File: src/rtl/kpc_pkg.sv
package kpc_pkg;
  localparam logic [7:0] OP_ID_RD     = 8'h80;
  localparam logic [7:0] OP_CFG_WR    = 8'h81;
  localparam logic [7:0] OP_INT_RD    = 8'h82;
  localparam logic [7:0] OP_SOFT_RST  = 8'h83;
  localparam logic [7:0] OP_PULL_WR   = 8'h84;
  localparam logic [7:0] OP_DIR_WR    = 8'h85;
  localparam logic [7:0] OP_STATE_WR  = 8'h86;
  localparam logic [7:0] OP_DIR_RD    = 8'h87;
  localparam logic [7:0] OP_STATE_RD  = 8'h88;
  localparam logic [7:0] OP_FIFO_POP  = 8'h89;
  localparam logic [7:0] OP_FIFO_PEEK = 8'h8A;
  localparam logic [7:0] OP_ACT_WR    = 8'h8B;
  localparam logic [7:0] OP_ERR_RD    = 8'h8C;
  localparam logic [7:0] OP_HOLE      = 8'h8D;
  localparam logic [7:0] OP_ROT_RD    = 8'h8E;
  localparam logic [7:0] OP_DBNC_WR   = 8'h8F;
  localparam logic [7:0] OP_SIZE_WR   = 8'h90;
  localparam logic [7:0] OP_SIZE_RD   = 8'h91;
  localparam logic [7:0] OP_CFG_RD    = 8'h92;
  localparam logic [7:0] OP_CLK_WR    = 8'h93;
  localparam logic [7:0] OP_CLK_RD    = 8'h94;
  localparam logic [7:0] OP_PWM_LOAD  = 8'h95;
  localparam logic [7:0] OP_PWM_RUN   = 8'h96;
  localparam logic [7:0] OP_PWM_HALT  = 8'h97;
  localparam logic [7:0] OP_FIRST     = 8'h80;
  localparam logic [7:0] OP_LAST      = 8'h97;

  localparam int ST_KEY    = 0;
  localparam int ST_ERR    = 3;
  localparam int ST_NOINIT = 4;
  localparam int ST_PWM0   = 5;

  localparam int ER_PARAM  = 0;
  localparam int ER_UNKNOWN = 1;
  localparam int ER_KEYOVR = 2;
  localparam int ER_FIFOOVR = 6;

  localparam logic [7:0] SOFT_RST_KEY = 8'hAA;
  localparam logic [7:0] STATUS_INIT  = 8'h10;
endpackage

File: src/rtl/kpc_op_decode.sv
module kpc_op_decode
  import kpc_pkg::*;
(
  input  logic [7:0] op,
  output logic       known
);
  always_comb begin
    known = (op >= OP_FIRST) && (op <= OP_LAST) && (op != OP_HOLE);
  end
endmodule

File: src/rtl/kpc_param_check.sv
module kpc_param_check
  import kpc_pkg::*;
#(
  parameter int MAX_ROWS      = 12,
  parameter int MAX_COLS      = 8,
  parameter int PWM_LAST_ADDR = 59
) (
  input  logic [7:0] op,
  input  logic [7:0] idx,
  input  logic [7:0] data,
  output logic       bad
);
  localparam logic [3:0] MIN_DIM  = 4'd3;
  localparam logic [3:0] ROW_TOP  = 4'(MAX_ROWS);
  localparam logic [3:0] COL_TOP  = 4'(MAX_COLS);
  localparam logic [5:0] ADDR_TOP = 6'(PWM_LAST_ADDR);

  logic first;
  logic chan_zero;
  logic addr_high;

  always_comb begin
    first     = (idx == 8'd0);
    chan_zero = (data[1:0] == 2'b00);
    addr_high = (data[7:2] > ADDR_TOP);
    bad       = 1'b0;
    if (first) begin
      case (op)
        OP_SIZE_WR:  bad = (data[3:0] < MIN_DIM) || (data[3:0] > ROW_TOP) ||
                           (data[7:4] < MIN_DIM) || (data[7:4] > COL_TOP);
        OP_CLK_WR:   bad = (data[1:0] == 2'b01) || (data[1:0] == 2'b10);
        OP_SOFT_RST: bad = (data != SOFT_RST_KEY);
        OP_PWM_LOAD,
        OP_PWM_RUN:  bad = chan_zero || addr_high;
        OP_PWM_HALT: bad = chan_zero;
        default:     bad = 1'b0;
      endcase
    end
  end
endmodule

File: src/rtl/kpc_irq_status.sv
module kpc_irq_status
  import kpc_pkg::*;
#(
  parameter int NPWM = 3
) (
  input  logic            clk,
  input  logic            rst_n,
  input  logic            soft_rst,
  input  logic            cfg_wr,
  input  logic            clr_req,
  input  logic            key_event,
  input  logic [NPWM-1:0] pwm_done,
  input  logic [7:0]      err_set,
  output logic [7:0]      status,
  output logic [7:0]      err,
  output logic            irq_n
);
  logic [7:0] base;
  logic [7:0] set_v;
  logic [7:0] st_nxt;
  logic [7:0] err_nxt;

  always_comb begin
    set_v         = '0;
    set_v[ST_KEY] = key_event;
    set_v[ST_ERR] = |err_set;
    for (int n = 0; n < NPWM; n++) begin
      set_v[ST_PWM0 + n] = pwm_done[n];
    end
    if (soft_rst) begin
      base = STATUS_INIT;
    end else if (clr_req && !status[ST_NOINIT]) begin
      base = '0;
    end else begin
      base = status;
    end
    if (cfg_wr) begin
      base[ST_NOINIT] = 1'b0;
    end
    st_nxt  = base | set_v;
    err_nxt = (soft_rst ? 8'h00 : err) | err_set;
  end

  always_ff @(posedge clk or negedge rst_n) begin
    if (!rst_n) begin
      status <= STATUS_INIT;
      err    <= '0;
    end else begin
      status <= st_nxt;
      err    <= err_nxt;
    end
  end

  assign irq_n = (status == 8'h00);
endmodule

File: src/rtl/keypad_cmd_ctrl.sv
module keypad_cmd_ctrl
  import kpc_pkg::*;
#(
  parameter int          NPWM          = 3,
  parameter int          GPIO_W        = 16,
  parameter int          MAX_ROWS      = 12,
  parameter int          MAX_COLS      = 8,
  parameter int          PWM_LAST_ADDR = 59,
  parameter logic [7:0]  ID_VAL        = 8'h23
) (
  input  logic              clk,
  input  logic              rst_n,
  input  logic              xfer_start,
  input  logic              xfer_write,
  input  logic              in_valid,
  output logic              in_ready,
  input  logic [7:0]        in_data,
  output logic              out_valid,
  input  logic              out_ready,
  output logic [7:0]        out_data,
  output logic              irq_n,
  input  logic              key_event,
  input  logic              key_overrun,
  input  logic              fifo_overflow,
  input  logic [NPWM-1:0]   pwm_done,
  output logic [7:0]        fifo_rd_idx,
  input  logic [7:0]        fifo_rd_data,
  output logic              fifo_pop,
  output logic              pwm_cmd_valid,
  output logic [1:0]        pwm_cmd_sel,
  output logic [1:0]        pwm_cmd_idx,
  output logic [7:0]        pwm_cmd_data,
  output logic [7:0]        cfg_q,
  output logic [7:0]        clk_cfg_q,
  output logic [7:0]        debounce_q,
  output logic [7:0]        active_q,
  output logic [7:0]        kp_size_q,
  output logic [GPIO_W-1:0] gpio_pull_q,
  output logic [GPIO_W-1:0] gpio_dir_q,
  output logic [GPIO_W-1:0] gpio_state_q
);
  localparam int GPIO_BYTES = GPIO_W / 8;

  logic       rd_phase;
  logic       have_op;
  logic       bad_seen;
  logic [7:0] op;
  logic [7:0] idx;
  logic [7:0] idx_inc;
  logic       in_acc, op_byte, par_byte, out_acc;
  logic       op_known, bad;
  logic       soft_rst, cfg_wr, clr_req, pwm_hit, pwm_in_range;
  logic [7:0] err_set;
  logic [7:0] status;
  logic [7:0] err;

  assign in_ready  = !rd_phase;
  assign out_valid = rd_phase;
  assign in_acc    = in_valid && in_ready && !xfer_start;
  assign op_byte   = in_acc && !have_op;
  assign par_byte  = in_acc && have_op;
  assign out_acc   = out_valid && out_ready && !xfer_start;
  assign idx_inc   = (idx == 8'hFF) ? idx : idx + 8'd1;

  kpc_op_decode u_decode (
    .op    (in_data),
    .known (op_known)
  );

  kpc_param_check #(
    .MAX_ROWS      (MAX_ROWS),
    .MAX_COLS      (MAX_COLS),
    .PWM_LAST_ADDR (PWM_LAST_ADDR)
  ) u_check (
    .op   (op),
    .idx  (idx),
    .data (in_data),
    .bad  (bad)
  );

  always_comb begin
    soft_rst = par_byte && (op == OP_SOFT_RST) && (idx == 8'd0) && !bad;
    cfg_wr   = par_byte && (op == OP_CFG_WR) && (idx == 8'd0);
    clr_req  = out_acc && (op == OP_INT_RD) && (idx == 8'd0);
    err_set             = '0;
    err_set[ER_PARAM]   = par_byte && bad;
    err_set[ER_UNKNOWN] = op_byte && !op_known;
    err_set[ER_KEYOVR]  = key_overrun;
    err_set[ER_FIFOOVR] = fifo_overflow;
  end

  kpc_irq_status #(.NPWM(NPWM)) u_status (
    .clk       (clk),
    .rst_n     (rst_n),
    .soft_rst  (soft_rst),
    .cfg_wr    (cfg_wr),
    .clr_req   (clr_req),
    .key_event (key_event),
    .pwm_done  (pwm_done),
    .err_set   (err_set),
    .status    (status),
    .err       (err),
    .irq_n     (irq_n)
  );

  // transfer framing and byte index
  always_ff @(posedge clk or negedge rst_n) begin
    if (!rst_n) begin
      rd_phase <= 1'b0;
      have_op  <= 1'b0;
      bad_seen <= 1'b0;
      op       <= '0;
      idx      <= '0;
    end else if (xfer_start) begin
      rd_phase <= !xfer_write;
      idx      <= '0;
      if (xfer_write) have_op <= 1'b0;
    end else begin
      if (op_byte) begin
        op       <= in_data;
        have_op  <= 1'b1;
        idx      <= '0;
        bad_seen <= 1'b0;
      end
      if (par_byte) begin
        idx <= idx_inc;
        if (bad) bad_seen <= 1'b1;
      end
      if (out_acc) idx <= idx_inc;
    end
  end

  // register bank
  always_ff @(posedge clk or negedge rst_n) begin
    if (!rst_n) begin
      cfg_q        <= '0;
      clk_cfg_q    <= '0;
      debounce_q   <= '0;
      active_q     <= '0;
      kp_size_q    <= '0;
      gpio_pull_q  <= '0;
      gpio_dir_q   <= '0;
      gpio_state_q <= '0;
    end else if (soft_rst) begin
      cfg_q        <= '0;
      clk_cfg_q    <= '0;
      debounce_q   <= '0;
      active_q     <= '0;
      kp_size_q    <= '0;
      gpio_pull_q  <= '0;
      gpio_dir_q   <= '0;
      gpio_state_q <= '0;
    end else if (par_byte && !bad) begin
      if (idx == 8'd0) begin
        case (op)
          OP_CFG_WR:  cfg_q      <= in_data;
          OP_CLK_WR:  clk_cfg_q  <= in_data;
          OP_DBNC_WR: debounce_q <= in_data;
          OP_ACT_WR:  active_q   <= in_data;
          OP_SIZE_WR: kp_size_q  <= in_data;
          default: ;
        endcase
      end
      for (int b = 0; b < GPIO_BYTES; b++) begin
        if (idx == 8'(b)) begin
          case (op)
            OP_PULL_WR:  gpio_pull_q[b*8 +: 8]  <= in_data;
            OP_DIR_WR:   gpio_dir_q[b*8 +: 8]   <= in_data;
            OP_STATE_WR: gpio_state_q[b*8 +: 8] <= in_data;
            default: ;
          endcase
        end
      end
    end
  end

  // read data selection
  always_comb begin
    out_data = '0;
    case (op)
      OP_ID_RD:     if (idx == 8'd0) out_data = ID_VAL;
      OP_INT_RD:    if (idx == 8'd0) out_data = status;
      OP_ERR_RD:    if (idx == 8'd0) out_data = err;
      OP_SIZE_RD:   if (idx == 8'd0) out_data = kp_size_q;
      OP_CFG_RD:    if (idx == 8'd0) out_data = {4'h0, cfg_q[3:0]};
      OP_CLK_RD:    if (idx == 8'd0) out_data = {clk_cfg_q[7:2], 2'b10};
      OP_FIFO_POP,
      OP_FIFO_PEEK: out_data = fifo_rd_data;
      OP_DIR_RD: begin
        for (int b = 0; b < GPIO_BYTES; b++)
          if (idx == 8'(b)) out_data = gpio_dir_q[b*8 +: 8];
      end
      OP_STATE_RD: begin
        for (int b = 0; b < GPIO_BYTES; b++)
          if (idx == 8'(b)) out_data = gpio_state_q[b*8 +: 8];
      end
      default: out_data = '0;
    endcase
  end

  assign fifo_rd_idx = (op == OP_FIFO_PEEK) ? idx : 8'd0;
  assign fifo_pop    = out_acc && (op == OP_FIFO_POP);

  // PWM command forwarding
  always_comb begin
    pwm_hit      = (op == OP_PWM_LOAD) || (op == OP_PWM_RUN) || (op == OP_PWM_HALT);
    pwm_in_range = (op == OP_PWM_LOAD) ? (idx < 8'd3) : (idx == 8'd0);
    pwm_cmd_valid = par_byte && pwm_hit && pwm_in_range && !bad && !bad_seen;
    pwm_cmd_sel   = op[1:0];
    pwm_cmd_idx   = idx[1:0];
    pwm_cmd_data  = in_data;
  end
endmodule

File: config.mk
export PLATFORM = sky130hd
export DESIGN_NAME = keypad_cmd_ctrl
export DESIGN_NICKNAME = d
export VERILOG_FILES = /design/src/rtl/kpc_pkg.sv /design/src/rtl/kpc_op_decode.sv /design/src/rtl/kpc_param_check.sv /design/src/rtl/kpc_irq_status.sv /design/src/rtl/keypad_cmd_ctrl.sv
export SDC_FILE = /design/constraint.sdc
export NUM_CORES = 1
export LEC_CHECK = 0
export ABC_CLOCK_PERIOD_IN_PS = 4250
export BUFFER_PORTS_ARGS = -buffer_cell sky130_fd_sc_hd__buf_2
export CAP_MARGIN = 10
export CORE_MARGIN = 4
export CORE_UTILIZATION = 24
export CTS_CLUSTER_SIZE = 8
export DETAILED_ROUTE_END_ITERATION = 16
export PLACE_DENSITY_LB_ADDON = 0.15
export SLEW_MARGIN = 5
export SYNTH_ARGS = -nofsm -noshare
export SYNTH_HDL_FRONTEND = slang
export SYNTH_SLANG_ARGS = --single-unit
File: constraint.sdc
create_clock -name clk -period 4.25 [get_ports clk]
set_input_delay 0.2125 -clock clk [delete_from_list [all_inputs] [get_ports clk]]
set_output_delay 0.2125 -clock clk [all_outputs]
set_load 0.01 [all_outputs]
Yosys cells after proc, flatten, opt, wreduce, memory -nomap -nowiden
Index checks and enable logic that the tools add are counted.
- add/sub/neg operators: 1
- order comparisons: 8
- eq/ne operators: 29
- multiplexer cells: 65
- bitwise logic cells: 3
- reduce and logical (&&, ||, !) cells: 71
- operators by type and width (cell ; count):
    $mux W8 ; 46
    $eq A8 B8 Y1 const B ; 23
    $mux W16 ; 6
    $pmux W8 S9 ; 1
    $reduce_and A3 Y1 ; 11
    $logic_and A1 B1 Y1 ; 24
    $reduce_bool A2 Y1 ; 12
    $logic_not A8 Y1 ; 2
    $ne A8 B8 Y1 const B ; 2
    $mux W1 ; 9
    $add A8 B1 Y8 const B ; 1
    $eq A8 B1 Y1 const B ; 1
    $ge A8 B8 Y1 const B ; 1
    $gt A4 B4 Y1 const B ; 2
    $le A8 B8 Y1 const B ; 1
    $logic_not A1 Y1 ; 8
    $lt A4 B2 Y1 const B ; 2
    $lt A8 B2 Y1 const B ; 1
    $or A8 B7 Y8 ; 1
    $or A8 B8 Y8 ; 1
    $logic_or A1 B1 Y1 ; 7
    $gt A6 B6 Y1 const B ; 1
    $mux W6 ; 1
    $pmux W1 S5 ; 1
    10 further kinds ; 12
- bits in registers: 123
- input port bits: 28
- output and inout bits: 121

Longest topological paths before layout
- depth after elaboration: 11
- mapped depth: 10
- gate-level depth less buffers: 8

Modules after synthesis
A second synthesis with hierarchy kept.
- cells, all modules: 591
- area total of the unflattened synthesis: 5919.4 µm²
- modules (own cells, without submodules) (module ; instances ; cells an instance ; area an instance (µm²) ; seq. area each (µm²)):
    keypad_cmd_ctrl ; 1 ; 513 ; 5133.7 ; 2677.6
    kpc_irq_status ; 1 ; 47 ; 554.3 ; 351.6
    kpc_param_check ; 1 ; 27 ; 206.4 ; 0.0
    kpc_op_decode ; 1 ; 4 ; 25.0 ; 0.0

Worst setup path after synthesis
OpenSTA, ideal clock, no wires.
- path kind: reg2reg
- from: reg idx[6]
- to: reg clk_cfg_q[0]
- setup time: 0.125 ns
- arrival: 2.489 ns
- required time: 4.125 ns
- setup slack: 1.636 ns
- cell stages (with the launch flop): 8
- clock period less this slack: 2.614 ns
- cell sequence: dfrtp_1 nor4_4 and3_1 nand2_1 or4_1 buf_2 nor3_4 mux2_2
- word-level cells in the longest chain between the ends: 6
- RTL lines (item ; RTL line ; source):
    from (decl) ; keypad_cmd_ctrl.sv:48 ; logic [7:0] idx;
    from (signal assigned) ; keypad_cmd_ctrl.sv:126 ; idx <= idx_inc;
    from (signal assigned) ; keypad_cmd_ctrl.sv:129 ; if (out_acc) idx <= idx_inc;
    $logic_not A8 Y1 * ; kpc_param_check.sv:23, keypad_cmd_ctrl.sv:82, keypad_cmd_ctrl.sv:154 ;
    $mux W1 ; kpc_param_check.sv:27 ; if (first) begin
    $logic_not A1 Y1 ; keypad_cmd_ctrl.sv:82, keypad_cmd_ctrl.sv:153 ;
    $logic_and A1 B1 Y1 (on tied branches) ; keypad_cmd_ctrl.sv:82, keypad_cmd_ctrl.sv:153 ;
    $reduce_bool A2 Y1 (no source line) ; - ;
    $reduce_and A3 Y1 (no source line) ; - ;
    to (signal assigned) ; keypad_cmd_ctrl.sv:157 ; OP_CLK_WR: clk_cfg_q <= in_data;
    to (decl) ; keypad_cmd_ctrl.sv:34 ; output logic [7:0] clk_cfg_q,
Mark *: on every way between the ends. The rest lies on a longest branch, timed or not.
A chain may end at the register's enable or synchronous reset.

Final worst setup path
- from: reg op[0]
- to: out pwm_cmd_valid
- word-level cells in the longest chain between the ends: 7
- RTL lines (item ; RTL line ; source):
    from (decl) ; keypad_cmd_ctrl.sv:47 ; logic [7:0] op;
    from (signal assigned) ; keypad_cmd_ctrl.sv:120 ; op <= in_data;
    $eq A8 B8 Y1 (on tied branches) ; kpc_param_check.sv:28, keypad_cmd_ctrl.sv:206, keypad_cmd_ctrl.sv:207 ;
    $reduce_or A2 Y1 / $logic_or A1 B1 Y1 (equally long branches) ; kpc_param_check.sv:28, keypad_cmd_ctrl.sv:206 ;
    $pmux W1 S5 / $logic_or A1 B1 Y1 (equally long branches) ; kpc_param_check.sv:28, keypad_cmd_ctrl.sv:206 ;
    $mux W1 / $logic_and A1 B1 Y1 (equally long branches) ; kpc_param_check.sv:27, keypad_cmd_ctrl.sv:208 ;
    $logic_not A1 Y1 / $logic_and A1 B1 Y1 (equally long branches) ; keypad_cmd_ctrl.sv:208 ; pwm_cmd_valid = par_byte && pwm_hit && pwm_in_range && !bad && !bad_seen;
    $logic_and A1 B1 Y1 * (2 in a row) ; keypad_cmd_ctrl.sv:208 ;
    to (decl) ; keypad_cmd_ctrl.sv:29 ; output logic pwm_cmd_valid,
Marks and branches as above.

==> key figures <==
Status
  • Status: finished, final reports clean

Worst setup path
  • Worst setup EP type: output pin
  • Critical-path top delay cell: dfrtp_1
  • Most common cell type on the critical path: nor3_1
  • Worst r2r dst: gpio_pull_q[4]$_DFFE_PN0P_
  • Max stage delay on crit path: 0.75 ns
  • Startpoint Class: flop
  • Cell chain of the critical path: nand2_1 > a21oi_1 > nor3_1 > nor3_1 > buf_4 > nor2_1 > nor4_1 > buf_2
  • RR Startpoint: op[0]$_DFFE_PN0P_
  • Kind of critical path: reg -> out
  • Crit Path Max Fanout: 18
  • Worst path required time: 4.04 ns
  • R2R cell count: 7
  • Flop-to-flop setup slack: 0.85 ns
  • Critical path data arrival time: 3.60 ns

Job
  • Max-cap viol count: 0

Final layout
  • Fillers: 2523
  • Ant diodes: 0
  • Layout area overhead: 28.1%
  • Share of cells above drive strength 1: 40.5%
  • Final-stage net count: 710
  • FF/Latch Area: 0.00293 mm^2
  • Biggest regs: gpio_dir_q (16), gpio_pull_q (16), gpio_state_q (16)
  • Multi-input logic area: 0.00275 mm^2
  • Final instance count without filler cells: 1010

Yosys
  • Post-synthesis cell area: 0.00592 mm^2
  • Post-Syn Instances: 533
  • Yosys warning total: 0
  • Avg Cell Area, Syn: 11.1 um^2
  • Asr flop ratio synth: 100%
  • Syn Nets: 568
  • Ys flop type: dfrtp_1
  • Number of synthesized flops with an enable pin: 0
  • Register area share after synthesis: 49.5%
  • Distinct cell type count after synthesis: 66
  • #FFs+latches synth: 117

Routing
  • Drc violations: 0
  • Total Wirelength: 22300 um
  • ANT nets after route: 0
  • Via count: 5001
  • DRT Pass-1 Iters: 4
  • Routed vias/inst: 4.95
  • DR WL/cell: 22.1 um
  • Violation count after the first detailed-route iteration: 323

STA
  • Setup violations, final: 0
  • Post-layout min period: 3.81 ns
  • Setup repair after global routing missed its margin: no
  • Pins Over Slew Limit: 0
  • Slew @ Worst Pin: 0.975 ns
  • Fmax: 262 MHz
  • Hold Violations, Final: 0
  • Final TNS setup: 0 ns
  • Clk_skew: 0.0141 ns
  • Max-slew headroom: 35.0%
  • Final Cycle Share: 89.7%
  • WHS: 0.151 ns

Power
  • Switch share: 29.0%
  • Leakage: 3.65 nW
  • Tot Pwr: 3.24 mW
  • Comb power frac: 15.5%
  • Worst vdd rail ir drop: 0.230 mV
  • Power per cell area: 427 mW/mm^2
  • Clock power share: 44.9%
  • Psw: 0.941 mW
  • Reg power frac: 39.7%
  • Pint: 2.30 mW

Floorplan
  • Die area: 0.0272 mm^2
  • Core area: 0.0243 mm^2
  • DIE WIDTH: 165 um
  • IO Pins: 149
  • Die Y: 165 um
  • Initial core utilization: 24.3%
  • Row count: 57

GRT
  • Initial antenna violation count: 0
  • Vias in the first global route: 5180
  • Gr ovfl total: 0
  • GR Util met1: 22.5%
  • First-pass GRT wire length: 33000 um
  • Global routing usage on met3: 3.72%
  • Grt peak-use layer: met2
  • Pin count of the biggest net entering global routing: 50
  • Overall Global Routing Usage: 16.4%
  • M2 GR Usage: 25.5%

Hold path
  • Hold path cells: 2
  • Hold EP: idx[0]$_DFFE_PN0P_
  • Hold Path Origin: xfer_start
  • Hold Path Class: in -> reg

Clock network
  • Root buf cell: clkbuf_16
  • Bufs on Longest Clock Path: 2
  • CTS tree: built
  • H-tree Lvls: 4
  • Worst skew pair latency: 0.42 ns
  • Clk slew on worst S/H paths: 0.05 ns
  • CTS Sinks: 117
  • Total CTS buffers: 17

Placement
  • Dpl hpwl: 16300 um
  • GPL Wtd Cong: 0.909
  • Number of cells after detailed placement: 972
  • PortBufs: 148
-- cell usage in the layout, fill, tap and decap left out, types with 5 or more instances in the layout --
master and n:
a21oi_1 24, a22oi_1 13, nor2_1 30, a21o_1 5, nand3_1 17, ha_1 7, buf_2 147, nand2b_1 6
dlygate4sd3_1 8, nor3_1 17, a32o_1 10, mux2_2 77, o22ai_1 6, o21ai_0 20, a31o_2 5, clkbuf_16 17
inv_1 9, nand2_1 32, dfrtp_1 116, buf_4 8, and3_1 6, nand3b_1 5, o2bb2ai_1 6, and2_1 11
-- worst max path at each step --
stage	start	end	slack (ns)	cells past startpoint
4_1_cts	op[0]$_DFFE_PN0P_	pwm_cmd_valid	0.53	8
3_3_place_gp	in_data[0]	gpio_pull_q[5]$_DFFE_PN0P_	0.84	10
6_report	op[0]$_DFFE_PN0P_	pwm_cmd_valid	0.44	8
5_1_grt	op[0]$_DFFE_PN0P_	pwm_cmd_valid	0.23	8
3_5_place_dp	in_data[0]	gpio_pull_q[1]$_DFFE_PN0P_	0.86	10
2_1_floorplan	idx[6]$_DFFE_PN0P_	clk_cfg_q[0]$_DFFE_PN0P_	1.64	7
-- kinds of logic (layout without fill, tap and decap cells) --
logic type,Yosys count,in the layout,synth area share (%)
compound gates,119,119,14.4
buf+inv,49,202,4.04
fa+ha+maj,7,7,1.48
mux,82,82,15.6
xor+xnor,1,1,0.148
flops,117,117,49.5
simple gates,158,158,14.9
-- what timing repair did --
item,4_1_cts,5_1_grt
resized for setup,0,0
hold buffers,8,0
buffers inserted,0,0
hold endpoints to repair,28,0
-- cell usage after synthesis, types with 6 or more instances --
master / number / area (um^2)
dfrtp_1: 116 / 2900
mux2_2: 77 / 867
nand2_1: 32 / 120
nor2_1: 30 / 113
a21oi_1: 24 / 120
clkbuf_1: 20 / 75.1
o21ai_0: 20 / 100
nand3_1: 17 / 85.1
nor3_1: 17 / 85.1
a22oi_1: 13 / 97.6
buf_4: 13 / 97.6
and2_1: 11 / 68.8
a32o_1: 10 / 100
inv_1: 9 / 33.8
ha_1: 7 / 87.6
and3_1: 6 / 37.5
nand2b_1: 6 / 37.5
o22ai_1: 6 / 37.5
o2bb2ai_1: 6 / 52.6
-- stage by stage --
step	cell area, um^2	utilization [%]	setup WS (ns)
4_1_cts	7580	31.2	0.527
6_report	7580	31.2	0.439
3_5_place_dp	6920	28.4	0.855
5_1_grt	7580	31.2	0.227
3_3_place_gp	6920	28.4	0.838
2_1_floorplan	5920	-	1.64
-- worst max-delay path: cells and delay by family, from the launching register on --
kind / cells / cell delay (ns)
simple gates: 5 / 1.71
buf+inv: 2 / 0.52
compound gates: 1 / 0.22
flops: 1 / 0.75
-- per-layer routing --
metal	wire length [um]	part of all wire (%)	vias to the layer above
met5	0	0	-
met4	488	2.2	0
met3	1080	4.9	26
met2	10400	47	155
met1	10300	46	2560
li1	-	-	2260
-- power by group through the flow --
| stage | registers [mW] | logic [mW] | clock network (mW) |
|---|---|---|---|
| after CTS | 1.28 | 0.505 | 1.49 |
| after detailed placement | 1.30 | 0.497 | 0 |
| after global routing | 1.30 | 0.548 | 1.54 |
| after floorplan | 1.26 | 0.330 | 0 |
| after global placement | 1.30 | 0.494 | 0 |
| final | 1.29 | 0.501 | 1.45 |
-- cell type report --
class | instances | share of cell area [%]
flip-flops and latches | 117 | 38.6
multi-input cells | 367 | 36.3
clock buffers | 21 | 6.07
inverters | 9 | 0.445
clock inverters | 9 | 1.70
repair buffers | 163 | 11.5
well taps | 324 | 5.34
No activity file was read; power rests on OpenSTA's default activity.
